==> config.mk <==
export PLATFORM = sky130hd
export DESIGN_NAME = fpm_dram_ctrl
export DESIGN_NICKNAME = d
export VERILOG_FILES = /design/src/rtl/fpm_pkg.sv /design/src/rtl/fpm_sat_cnt.sv /design/src/rtl/fpm_byte_lane.sv /design/src/rtl/fpm_dram_ctrl.sv
export SDC_FILE = /design/constraint.sdc
export NUM_CORES = 1
export LEC_CHECK = 0
export BUFFER_PORTS_ARGS = -buffer_cell sky130_fd_sc_hd__buf_2
export CAP_MARGIN = 10
export CORE_ASPECT_RATIO = 1.2
export CORE_MARGIN = 5
export CORE_UTILIZATION = 30
export CTS_CLUSTER_DIAMETER = 30
export CTS_CLUSTER_SIZE = 8
export DETAILED_ROUTE_END_ITERATION = 10
export PLACE_DENSITY = 0.43
export RECOVER_POWER = 100
export SLEW_MARGIN = 0
export SYNTH_ARGS = -nofsm -noshare
export SYNTH_HDL_FRONTEND = slang
export SYNTH_SLANG_ARGS = --single-unit
==> constraint.sdc <==
create_clock -name clk -period 3.3 [get_ports clk]
set_clock_uncertainty 0.2 [all_clocks]
set_input_delay 0.33 -clock clk [delete_from_list [all_inputs] [get_ports clk]]
set_output_delay 0.33 -clock clk [all_outputs]
set_load 0.1 [all_outputs]
==> src/rtl/fpm_pkg.sv <==
// Shared types and elaboration helpers for the page-mode DRAM sequencer.
package fpm_pkg;

    typedef enum logic [2:0] {
        ST_IDLE,   // row strobe high, waiting for a request
        ST_ROW,    // row strobe low, row address on the bus
        ST_ADDR,   // column address on the bus, column strobes high
        ST_COL,    // column strobes low
        ST_PAGE    // column strobes high, row still open
    } fpm_state_e;

    // Smallest whole number of clock periods covering a time in ns.
    function automatic int ns_to_cyc(input int ns, input int clk_ns);
        return (ns + clk_ns - 1) / clk_ns;
    endfunction

    function automatic int max_of(input int a, input int b);
        return (a > b) ? a : b;
    endfunction

endpackage

==> src/rtl/fpm_sat_cnt.sv <==
// Saturating up-counter used as a timing stopwatch.
// Assumes: clr loads 1 so the cycle after clr reads 1; counting stops at MAXV.
module fpm_sat_cnt #(
    parameter int W    = 8,
    parameter int MAXV = 10,
    parameter int RSTV = 0
) (
    input  logic         clk,
    input  logic         rst_n,
    input  logic         clr,
    input  logic         en,
    output logic [W-1:0] cnt
);
    localparam logic [W-1:0] MAX_W = W'(MAXV);
    localparam logic [W-1:0] RST_W = W'(RSTV);

    // Count elapsed cycles, restart on clr, hold at the limit.
    always_ff @(posedge clk) begin
        if (!rst_n)                cnt <= RST_W;
        else if (clr)              cnt <= W'(1);
        else if (en && cnt < MAX_W) cnt <= cnt + W'(1);
    end
endmodule

==> src/rtl/fpm_byte_lane.sv <==
// One byte lane: owns the column strobe of that lane and its read capture.
// Assumes: go_low and go_high are never raised together.
module fpm_byte_lane #(
    parameter int BW = 8
) (
    input  logic          clk,
    input  logic          rst_n,
    input  logic          sel,
    input  logic          go_low,
    input  logic          go_high,
    input  logic          capture,
    input  logic [BW-1:0] din,
    output logic          col_n,
    output logic [BW-1:0] rbyte
);
    // Lower the strobe only for an enabled lane; raise it when the column ends.
    always_ff @(posedge clk) begin
        if (!rst_n)               col_n <= 1'b1;
        else if (go_low && sel)   col_n <= 1'b0;
        else if (go_high)         col_n <= 1'b1;
    end

    // Take memory data for an enabled lane, zero for a disabled one.
    always_ff @(posedge clk) begin
        if (!rst_n)       rbyte <= '0;
        else if (capture) rbyte <= sel ? din : '0;
    end
endmodule

==> src/rtl/fpm_dram_ctrl.sv <==
// Page-mode DRAM sequencer: turns host word requests into row/column strobe
// sequences, keeping a row open across same-row requests when asked.
// Assumes: host holds a request until h_done and replaces or drops it in the
// h_done cycle; every timing limit is converted to clock cycles here.
module fpm_dram_ctrl #(
    parameter int CLK_NS    = 10,
    parameter int AW        = 10,
    parameter int DW        = 16,
    parameter int T_RAS_NS  = 50,
    parameter int T_RC_NS   = 84,
    parameter int T_RP_NS   = 30,
    parameter int T_CAS_NS  = 8,
    parameter int T_CP_NS   = 9,
    parameter int T_PC_NS   = 20,
    parameter int T_RAC_NS  = 50,
    parameter int T_AA_NS   = 25,
    parameter int T_CAC_NS  = 13,
    parameter int T_RCD_NS  = 20,
    parameter int T_RASP_NS = 100000
) (
    input  logic                clk,
    input  logic                rst_n,
    input  logic                h_req,
    input  logic [2*AW-1:0]     h_addr,
    input  logic                h_wr,
    input  logic [DW/8-1:0]     h_be,
    input  logic [DW-1:0]       h_wdata,
    input  logic                h_cont,
    input  logic                refresh_hold,
    output logic [DW-1:0]       h_rdata,
    output logic                h_done,
    output logic                dram_row_n,
    output logic [DW/8-1:0]     dram_col_n,
    output logic                dram_write_n,
    output logic                dram_out_en_n,
    output logic [AW-1:0]       dram_addr,
    output logic [DW-1:0]       dram_dq_out,
    output logic                dram_dq_oe,
    input  logic [DW-1:0]       dram_dq_in
);
    import fpm_pkg::*;

    localparam int LANES    = DW / 8;
    localparam int RAS_CYC  = ns_to_cyc(T_RAS_NS, CLK_NS);
    localparam int RC_CYC   = ns_to_cyc(T_RC_NS, CLK_NS);
    localparam int RP_CYC   = ns_to_cyc(T_RP_NS, CLK_NS);
    localparam int CAS_CYC  = ns_to_cyc(T_CAS_NS, CLK_NS);
    localparam int CP_CYC   = ns_to_cyc(T_CP_NS, CLK_NS);
    localparam int PC_CYC   = ns_to_cyc(T_PC_NS, CLK_NS);
    localparam int RAC_CYC  = ns_to_cyc(T_RAC_NS, CLK_NS);
    localparam int AA_CYC   = ns_to_cyc(T_AA_NS, CLK_NS);
    localparam int CAC_CYC  = ns_to_cyc(T_CAC_NS, CLK_NS);
    localparam int RCD_CYC  = ns_to_cyc(T_RCD_NS, CLK_NS);
    localparam int LIM_CYC  = T_RASP_NS / CLK_NS;
    localparam int MARGIN   = 4 + PC_CYC + CP_CYC + max_of(max_of(AA_CYC, CAC_CYC), max_of(CAS_CYC, RAC_CYC));
    localparam int GUARD_AT = max_of(LIM_CYC - MARGIN, RAS_CYC);
    localparam int ST_MAX   = max_of(max_of(RCD_CYC, CAS_CYC), max_of(CAC_CYC, AA_CYC));
    localparam int CW       = $clog2(LIM_CYC + 2) + 2;

    localparam logic [CW-1:0] RAS_W   = CW'(RAS_CYC);
    localparam logic [CW-1:0] RC_W    = CW'(RC_CYC);
    localparam logic [CW-1:0] RP_W    = CW'(RP_CYC);
    localparam logic [CW-1:0] CAS_W   = CW'(CAS_CYC);
    localparam logic [CW-1:0] CP_W    = CW'(CP_CYC);
    localparam logic [CW-1:0] PC_W    = CW'(PC_CYC);
    localparam logic [CW-1:0] RAC_W   = CW'(RAC_CYC);
    localparam logic [CW-1:0] AA_W    = CW'(AA_CYC);
    localparam logic [CW-1:0] CAC_W   = CW'(CAC_CYC);
    localparam logic [CW-1:0] RCD_W   = CW'(RCD_CYC);
    localparam logic [CW-1:0] GUARD_W = CW'(GUARD_AT);

    fpm_state_e           state;
    logic [AW-1:0]        row_q, col_q;
    logic                 wr_q, cont_q;
    logic [LANES-1:0]     be_q;
    logic [DW-1:0]        wdata_q;

    logic [CW-1:0] ras_lo, ras_hi, rfall, cfall, chigh, stc;

    logic same_row, guard, end_burst, col_ok;
    logic start_row, row_done, enter_col, exit_col, close_row, next_col, state_chg;

    // Decide this cycle's state change from the stopwatches and the request.
    always_comb begin
        same_row  = (h_addr[2*AW-1:AW] == row_q);
        guard     = (ras_lo >= GUARD_W);
        end_burst = !cont_q || refresh_hold || guard || (h_req && !same_row);
        col_ok    = (stc >= CAS_W) &&
                    (wr_q || ((stc >= CAC_W) && ((stc + CW'(1)) >= AA_W) && (ras_lo >= RAC_W)));
        start_row = (state == ST_IDLE) && h_req && !refresh_hold &&
                    (ras_hi >= RP_W) && (rfall >= RC_W);
        row_done  = (state == ST_ROW) && (stc >= RCD_W);
        enter_col = (state == ST_ADDR) && (cfall >= PC_W) && (chigh >= CP_W);
        exit_col  = (state == ST_COL) && col_ok;
        close_row = (state == ST_PAGE) && end_burst && (ras_lo >= RAS_W);
        next_col  = (state == ST_PAGE) && !end_burst && h_req;
        state_chg = start_row | row_done | enter_col | exit_col | close_row | next_col;
    end

    // Stopwatches: row low time, row high time, row fall spacing,
    // column fall spacing, column high time, time in state.
    fpm_sat_cnt #(.W(CW), .MAXV(LIM_CYC), .RSTV(0)) u_ras_lo (
        .clk(clk), .rst_n(rst_n), .clr(start_row), .en(!dram_row_n), .cnt(ras_lo));
    fpm_sat_cnt #(.W(CW), .MAXV(RP_CYC), .RSTV(RP_CYC)) u_ras_hi (
        .clk(clk), .rst_n(rst_n), .clr(close_row), .en(dram_row_n), .cnt(ras_hi));
    fpm_sat_cnt #(.W(CW), .MAXV(RC_CYC), .RSTV(RC_CYC)) u_rfall (
        .clk(clk), .rst_n(rst_n), .clr(start_row), .en(1'b1), .cnt(rfall));
    fpm_sat_cnt #(.W(CW), .MAXV(PC_CYC), .RSTV(PC_CYC)) u_cfall (
        .clk(clk), .rst_n(rst_n), .clr(enter_col), .en(1'b1), .cnt(cfall));
    fpm_sat_cnt #(.W(CW), .MAXV(CP_CYC), .RSTV(CP_CYC)) u_chigh (
        .clk(clk), .rst_n(rst_n), .clr(exit_col), .en(1'b1), .cnt(chigh));
    fpm_sat_cnt #(.W(CW), .MAXV(ST_MAX), .RSTV(0)) u_stc (
        .clk(clk), .rst_n(rst_n), .clr(state_chg), .en(1'b1), .cnt(stc));

    // One lane block per byte: column strobe and read capture.
    for (genvar i = 0; i < LANES; i++) begin : g_lane
        fpm_byte_lane #(.BW(8)) u_lane (
            .clk(clk), .rst_n(rst_n), .sel(be_q[i]),
            .go_low(enter_col), .go_high(exit_col), .capture(exit_col && !wr_q),
            .din(dram_dq_in[8*i +: 8]), .col_n(dram_col_n[i]), .rbyte(h_rdata[8*i +: 8]));
    end

    // Sequencer: state, row strobe, address mux, write/output controls, done.
    always_ff @(posedge clk) begin
        if (!rst_n) begin
            state         <= ST_IDLE;
            dram_row_n    <= 1'b1;
            dram_write_n  <= 1'b1;
            dram_out_en_n <= 1'b1;
            dram_dq_oe    <= 1'b0;
            dram_dq_out   <= '0;
            dram_addr     <= '0;
            h_done        <= 1'b0;
            row_q         <= '0;
            col_q         <= '0;
            wr_q          <= 1'b0;
            cont_q        <= 1'b0;
            be_q          <= '0;
            wdata_q       <= '0;
        end else begin
            h_done <= 1'b0;
            if (start_row) begin
                state         <= ST_ROW;
                row_q         <= h_addr[2*AW-1:AW];
                col_q         <= h_addr[AW-1:0];
                wr_q          <= h_wr;
                be_q          <= h_be;
                cont_q        <= h_cont;
                wdata_q       <= h_wdata;
                dram_row_n    <= 1'b0;
                dram_addr     <= h_addr[2*AW-1:AW];
                dram_write_n  <= !h_wr;
                dram_out_en_n <= h_wr;
            end else if (row_done) begin
                state       <= ST_ADDR;
                dram_addr   <= col_q;
                dram_dq_oe  <= wr_q;
                dram_dq_out <= wdata_q;
            end else if (enter_col) begin
                state <= ST_COL;
            end else if (exit_col) begin
                state         <= ST_PAGE;
                h_done        <= 1'b1;
                dram_write_n  <= 1'b1;
                dram_out_en_n <= 1'b1;
                dram_dq_oe    <= 1'b0;
            end else if (close_row) begin
                state      <= ST_IDLE;
                dram_row_n <= 1'b1;
            end else if (next_col) begin
                state         <= ST_ADDR;
                col_q         <= h_addr[AW-1:0];
                wr_q          <= h_wr;
                be_q          <= h_be;
                cont_q        <= h_cont;
                wdata_q       <= h_wdata;
                dram_addr     <= h_addr[AW-1:0];
                dram_write_n  <= !h_wr;
                dram_out_en_n <= h_wr;
                dram_dq_oe    <= h_wr;
                dram_dq_out   <= h_wdata;
            end
        end
    end
endmodule

==> metrics.md, run 1 <==
| Metric | Value |
|---|---|
| CTS tree | `done` |
| Total CTS buffers | `17` |
| ANT nets after route | `0` |
| Asr flop ratio synth | `0` |
| Hold Fails Final Rpt | `0` |
| Root buffer cell | `clkbuf_16` |
| Initial DRC count | `roughly 240` |
| Drt wl/cell | `approximately 15 um` |
| # rows | `64` |
| Synth unique cells | `65` |
| Worst-Margin Slew | `1230 ps` |
| Count of yosys warnings during synthesis | `0` |
| Delay-heaviest family, CP | `simple AND/OR/NAND/NOR gates` |
| Clock sink count | `between 150 and 200` |
| Worst setup SP type | `flip-flop` |
| Top post-synthesis cells by count | `dfxtp_1 (188), nor2_1 (73), mux2i_1 (68), and3_1 (59), nand2_1 (56)` |
| Hold Path Class | `input pin to flip-flop` |
| Max-Cap Viols | `0` |
| Worst Path Arrival | `between 2000 and 3000 ps` |
| Core ar. | `25,600 um^2` |
| Worst-path cell chain | `or4_1 > or3_1 > a21oi_4 > a21oi_4 > clkbuf_4 > mux2i_1 > nand3_1` |
| Net count, final | `between 1,000 and 1,500` |
| Post-Syn Area | `roughly 7800 um^2` |
| Crit path time final | `approximately 2900 ps` |
| Ranking of synthesized cells by area | `dfxtp_1 (48%), mux2i_1 (8.7%), and3_1 (4.7%)` |
| CP max FO | `33` |
| Max Fclk | `about 350 MHz` |
| Total vias in the final route | `6,101` |
| Post-CTS Setup Bufs | `0` |
| IO Pins | `roughly 110` |
| First-pass DRT Iterations | `4` |
| Setup TNS | `0 ps` |
| Die area | `29,500 um^2` |
| Die W | `158 um` |
| CP max stage delay | `about 630 ps` |
| Flop2flop setup slack | `around 410 ps` |
| Design area | `between 9000 and 10,000 um^2` |
| GR Util All Layers | `0.135` |
| FF+latch count, synth | `between 150 and 200` |
| Routed Wire Length | `a little under 20,000 um` |
| Dpl cell area | `~8700 um^2` |
| CTS max path bufs | `2` |
| Vias/cell | `approximately 4.7` |
| Final Max Slew Viols | `0` |
| DRC | `0` |
| Antenna violations before repair | `1` |
| Peak VDD IR | `between 400 and 500 uV` |
| Syn avg cell area | `between 9 and 10 um^2` |
| Crit path buffers/inverters | `1` |
| Leakage | `between 4 and 5 nW` |
| Syn Inst Count | `810` |
| Antenna diodes | `0` |
| H-tree depth | `4` |
| Total grt overflow | `0` |
| Area growth syn-to-layout | `23.6%` |
| Die Ht | `between 150 and 200 um` |
| Global-route wire length before repair | `32,500 um` |
| Post-DP HPWL | `approximately 13,000 um` |
| Setup CP Type | `flip-flop to flip-flop` |
| Post-synth top area cell | `dfxtp_1` |
| Worst skew pair latency | `around 430 ps` |
| CP dominant cell by count | `a21oi_4` |
| Outcome | `complete, no violations` |
| Most common cell in the synthesized netlist | `dfxtp_1` |
| Largest net degree at the start of global routing | `76` |
| Required time of the critical path | `between 3000 and 4000 ps` |
| Starting Density | `0.306` |
| Vias in the first global route | `roughly 6,300` |
| Slew HR | `0.183` |
| Mapped Nets | `between 800 and 900` |
| Post-synth top flop | `dfxtp_1` |
| Worst-path clk slew | `70 ps` |
| GPL Wtd Cong | `~0.75` |
| Final setup viols | `0` |
| EDFF count, synth | `0` |
| Proportion of layout cells with a drive suffix above 1 | `0.124` |
| IO Port Bufs | `108` |
| CP max stage cell | `or4_1` |
| Sequential area share after synthesis | `0.480` |
| Power per cell area | `around 700 nW/um^2` |
| Tcrit/Tclk final | `0.877` |
| Unrepaired setup endpoints after global routing | `false` |
| Top cell type's share of synthesized area | `0.480` |
| CP Capture Type | `flip-flop` |
## cell usage in the layout, fill, tap and decap left out, types with 4 or more instances in the layout
master / netlist / final
nor4_1: 20 / 20
a22o_1: 10 / 10
buf_2: 13 / 59
nand3_1: 27 / 28
buf_4: 8 / 11
a211oi_1: 38 / 38
and3_1: 59 / 59
nand2_1: 56 / 56
nand4_1: 20 / 20
nor3_1: 8 / 9
xnor2_1: 19 / 19
o21ai_0: 7 / 7
clkbuf_16: 0 / 17
mux2i_1: 68 / 68
nor2b_1: 4 / 4
xor2_1: 13 / 13
dfxtp_1: 188 / 188
clkbuf_1: 33 / 54
ha_1: 16 / 16
a21oi_1: 22 / 22
nor3b_1: 11 / 17
dlygate4sd3_1: 0 / 55
inv_1: 30 / 29
nor2_1: 73 / 73
and2_1: 5 / 4
## area by class of cell
cell class | count | area, um^2
inverters | 30 | 113
repair buffers | 181 | 1140
fillers | 2650 | 15900
flip-flops and latches | 188 | 3760
well taps | 330 | 413
clock inverters | 13 | 141
multi-input cells | 535 | 3670
clock buffers | 19 | 453
## where the power goes
part,leakage [nW],internal (mW),switching (mW),total (mW)
logic,2.38,0.601,1.45,2.06
registers,1.52,2.50,0.175,2.68
clock network,0.286,1.16,0.920,2.08
## timing repair
item                                   in CTS  in global routing
endpoints found under the hold margin      55                  0
resized for setup                           0                  1
setup endpoints to repair                   0                  1
hold buffers                               55                  0
## layer usage
layer  wire (um)  track usage
met1        9230        0.170
met2        9450        0.226
met3         632       0.0343
met4         166       0.0401
met5           7            0
## through the flow
step                 util  cells  setup slack (ps)  power, mW  hold WS [ps]
global route        0.378   1296               114       7.21          19.6
detailed placement  0.339   1209               314       4.82           241
floorplan               -    810               720       4.36           249
finish              0.378   1296               408       6.81          27.2
global placement    0.339   1209               293       4.83           242
CTS                 0.384   1296               276       6.98          4.04
## cells by family (layout without fill, tap and decap cells)
group | Yosys count | count (layout) | share of synthesized area
flops | 188 | 188 | 0.480
simple gates | 309 | 309 | 0.216
xor+xnor | 32 | 32 | 0.0357
fa+ha+maj | 16 | 16 | 0.0255
compound gates | 109 | 109 | 0.105
mux | 69 | 69 | 0.0882
buf+inv | 87 | 243 | 0.0496
## worst paths after layout
kind | end | cells after the start | from
setup / recovery | dram_out_en_n | 7 | u_ras_lo.cnt[4]
hold reg to reg | dram_addr[8] | 2 | dram_addr[8]
hold / removal | dram_out_en_n | 3 | h_wr
setup reg to reg | dram_out_en_n | 7 | u_ras_lo.cnt[4]
## worst reg2reg max path, cell delays in order (launching register included)
cell,delay (ps)
dfxtp_1,390
or4_1,630
or3_1,390
a21oi_4,260
a21oi_4,70
clkbuf_4,430
mux2i_1,280
nand3_1,90
## registers in the layout, indices dropped and copies added (netlist names), 2 cells and up
register             flops
col_q                   10
u_ras_lo.cnt            16
u_rfall.cnt             16
be_q                     2
row_q                   10
u_ras_hi.cnt            16
u_cfall.cnt             16
wdata_q                 16
g_lane.u_lane.col_n      2
state                    3
dram_addr               10
g_lane.u_lane.rbyte     16
u_chigh.cnt             16
dram_dq_out             16
u_stc.cnt               16
(Power assumes the default switching activity.)
==> run 2: changes to the inputs <==
- CORE_UTILIZATION: 30 -> 57
- PLACE_DENSITY: 0.43 -> 0.75
==> metrics.md, run 2 (synthesis results as in run 1) <==
| Metric | Value |
|---|---|
| Outcome | `complete, no violations` |
| IO Pins | `109 (unchanged)` |
| Vias in the first global route | `6,619 (+5.6%)` |
| Starting Density | `0.575 (+0.269)` |
| DRC | `0 (unchanged)` |
| Tcrit/Tclk final | `0.946 (+0.0692)` |
| Global-route wire length before repair | `31,400 um (-3.4%)` |
| CTS max path bufs | `2 (unchanged)` |
| Commonest cells after routing, fill and taps aside | `dfxtp_1 (188), nor2_1 (73), mux2i_1 (68)` |
| CP max FO | `21 (-36%)` |
| Clock sink count | `188 (unchanged)` |
| Slew HR | `0.182 (-0.00103)` |
| Unrepaired setup endpoints after global routing | `false` |
| Hold Path Class | `input pin to flip-flop` |
| Crit path time final | `3120 ps (+228 ps)` |
| Hold Fails Final Rpt | `0 (unchanged)` |
| Switch share | `0.364 (-0.00979)` |
| Final Max Slew Viols | `0 (unchanged)` |
| Drt wl/cell | `16.6 um (+10%)` |
| Core Util, Final | `0.694 (+0.315)` |
| Worst Path Arrival | `3220 ps (+250 ps)` |
| Max-Cap Viols | `0 (unchanged)` |
| Sequential Power Share | `0.393 (about the same)` |
| # rows | `47 (-27%)` |
| Antenna diodes | `0 (unchanged)` |
| Power per cell area | `721 nW/um^2 (+2.5%)` |
| GPL Wtd Cong | `0.863 (+16%)` |
| Final setup viols | `0 (unchanged)` |
| H-tree depth | `4 (unchanged)` |
| Die Ht | `139 um (-26%)` |
| Proportion of layout cells with a drive suffix above 1 | `0.119 (-0.00560)` |
| Die W | `117 um (-26%)` |
| Vias/cell | `5.75 (+22%)` |
| Fill cells | `1,052 (-60%)` |
| Total vias in the final route | `6,511 (+6.7%)` |
| CP Capture Type | `flip-flop` |
| Worst skew pair latency | `430 ps (about the same)` |
| Gate power share | `0.302 (about the same)` |
| Area growth syn-to-layout | `20.7%` |
| Worst-path clk slew | `60 ps (about the same)` |
| Internal | `4.34 mW (+1.7%)` |
| Antenna violations before repair | `0 (-1)` |
| Root buffer cell | `clkbuf_16` |
| IO Port Bufs | `108 (unchanged)` |
| Clk network pwr share | `0.305 (about the same)` |
| Core ar. | `13,600 um^2 (-47%)` |
| Routed Wire Length | `18,800 um (-3.6%)` |
| Worst setup SP type | `flip-flop` |
| Total CTS buffers | `17 (unchanged)` |
| Worst-Margin Slew | `1230 ps (+1.55 ps)` |
| P_sw | `2.49 mW (-2.5%)` |
| Leakage | `4.16 nW (-0.62%)` |
| Largest net degree at the start of global routing | `64 (-16%)` |
| CTS tree | `done` |
| Required time of the critical path | `3400 ps (+20 ps)` |
| Max Fclk | `320 MHz (-7.3%)` |
| Peak VDD IR | `560 uV (+31%)` |
| First-pass DRT Iterations | `5 (+1)` |
| ANT nets after route | `0 (unchanged)` |
| Net count, final | `1,025 (-0.39%)` |
| GR Util All Layers | `0.238 (+0.103)` |
| Setup CP Type | `flip-flop to flip-flop` |
| Post-DP HPWL | `12,200 um (-5.8%)` |
| Die area | `16,200 um^2 (-45%)` |
| Total grt overflow | `0 (unchanged)` |
| Initial DRC count | `386 (+62%)` |
| Commonest non-fill, non-tap cell in the layout | `dfxtp_1` |
| Setup TNS | `0 ps (unchanged)` |
==> run 2: final timing paths <==
path | startpoint | to | slack, ps | depth (start not counted)
max reg2reg | u_ras_lo.cnt[11] | wdata_q[11] | 180 | 7
min reg2reg | dram_addr[5] | dram_addr[5] | 260 | 2
min | dram_dq_in[8] | g_lane[1].u_lane.rbyte[0] | 10 | 3
max | u_ras_lo.cnt[11] | wdata_q[11] | 180 | 7
==> run 2: per-stage QoR <==
| stage | total power, mW | std cells | worst slack, ps | hold slack [ps] | cell area [um^2] |
|---|---|---|---|---|---|
| after floorplan | 4.36 | 810 | 720 | 249 | 7840 |
| after global placement | 4.69 | 1046 | 303 | 240 | 8450 |
| after detailed placement | 4.77 | 1046 | 77.7 | 244 | 8450 |
| after CTS | 6.88 | 1131 | 63.4 | 3.31 | 9590 |
| after global routing | 7.16 | 1132 | 34.2 | 21.8 | 9460 |
| final | 6.82 | 1132 | 179 | 11.2 | 9460 |
==> run 2: repair_timing <==
action                                  4_1_cts  5_1_grt
gates resized for setup                       0        1
hold endpoints to repair                     54        0
hold buffers                                 54        0
endpoints found under the setup margin        0       19
setup buffers                                 0        1
==> run 2: critical path: stages, from the launching register on <==
cell and delay [ps]:
dfxtp_1 330, or4_1 550, nor2_1 320, a21oi_4 140
a21oi_4 740, buf_4 380, mux2i_1 250, nor2_1 60
==> run 2: cell type report <==
cell class | instances | area (um^2) | share of cell area
sequential | 188 | 3760 | 0.398
multi-input combinational | 535 | 3640 | 0.385
timing repair buffer | 177 | 1130 | 0.120
clock buffer | 21 | 460 | 0.0487
tap | 171 | 214 | 0.0226
clock inverter | 10 | 140 | 0.0148
inverter | 30 | 113 | 0.0119
==> run 2: routing by layer <==
metal	GRT usage	share of wire
met5	0	0
met4	0.0785	0.026
met3	0.0634	0.048
met2	0.400	0.52
met1	0.291	0.41
==> run 2: power groups by stage <==
stage                     clock (mW)  combinational (mW)  sequential [mW]
after detailed placement           0                2.05             2.72
after floorplan                    0                1.01             3.34
after global routing            2.21                2.23             2.71
after CTS                       2.10                2.11             2.67
after global placement             0                1.99             2.70
final                           2.08                2.06             2.68
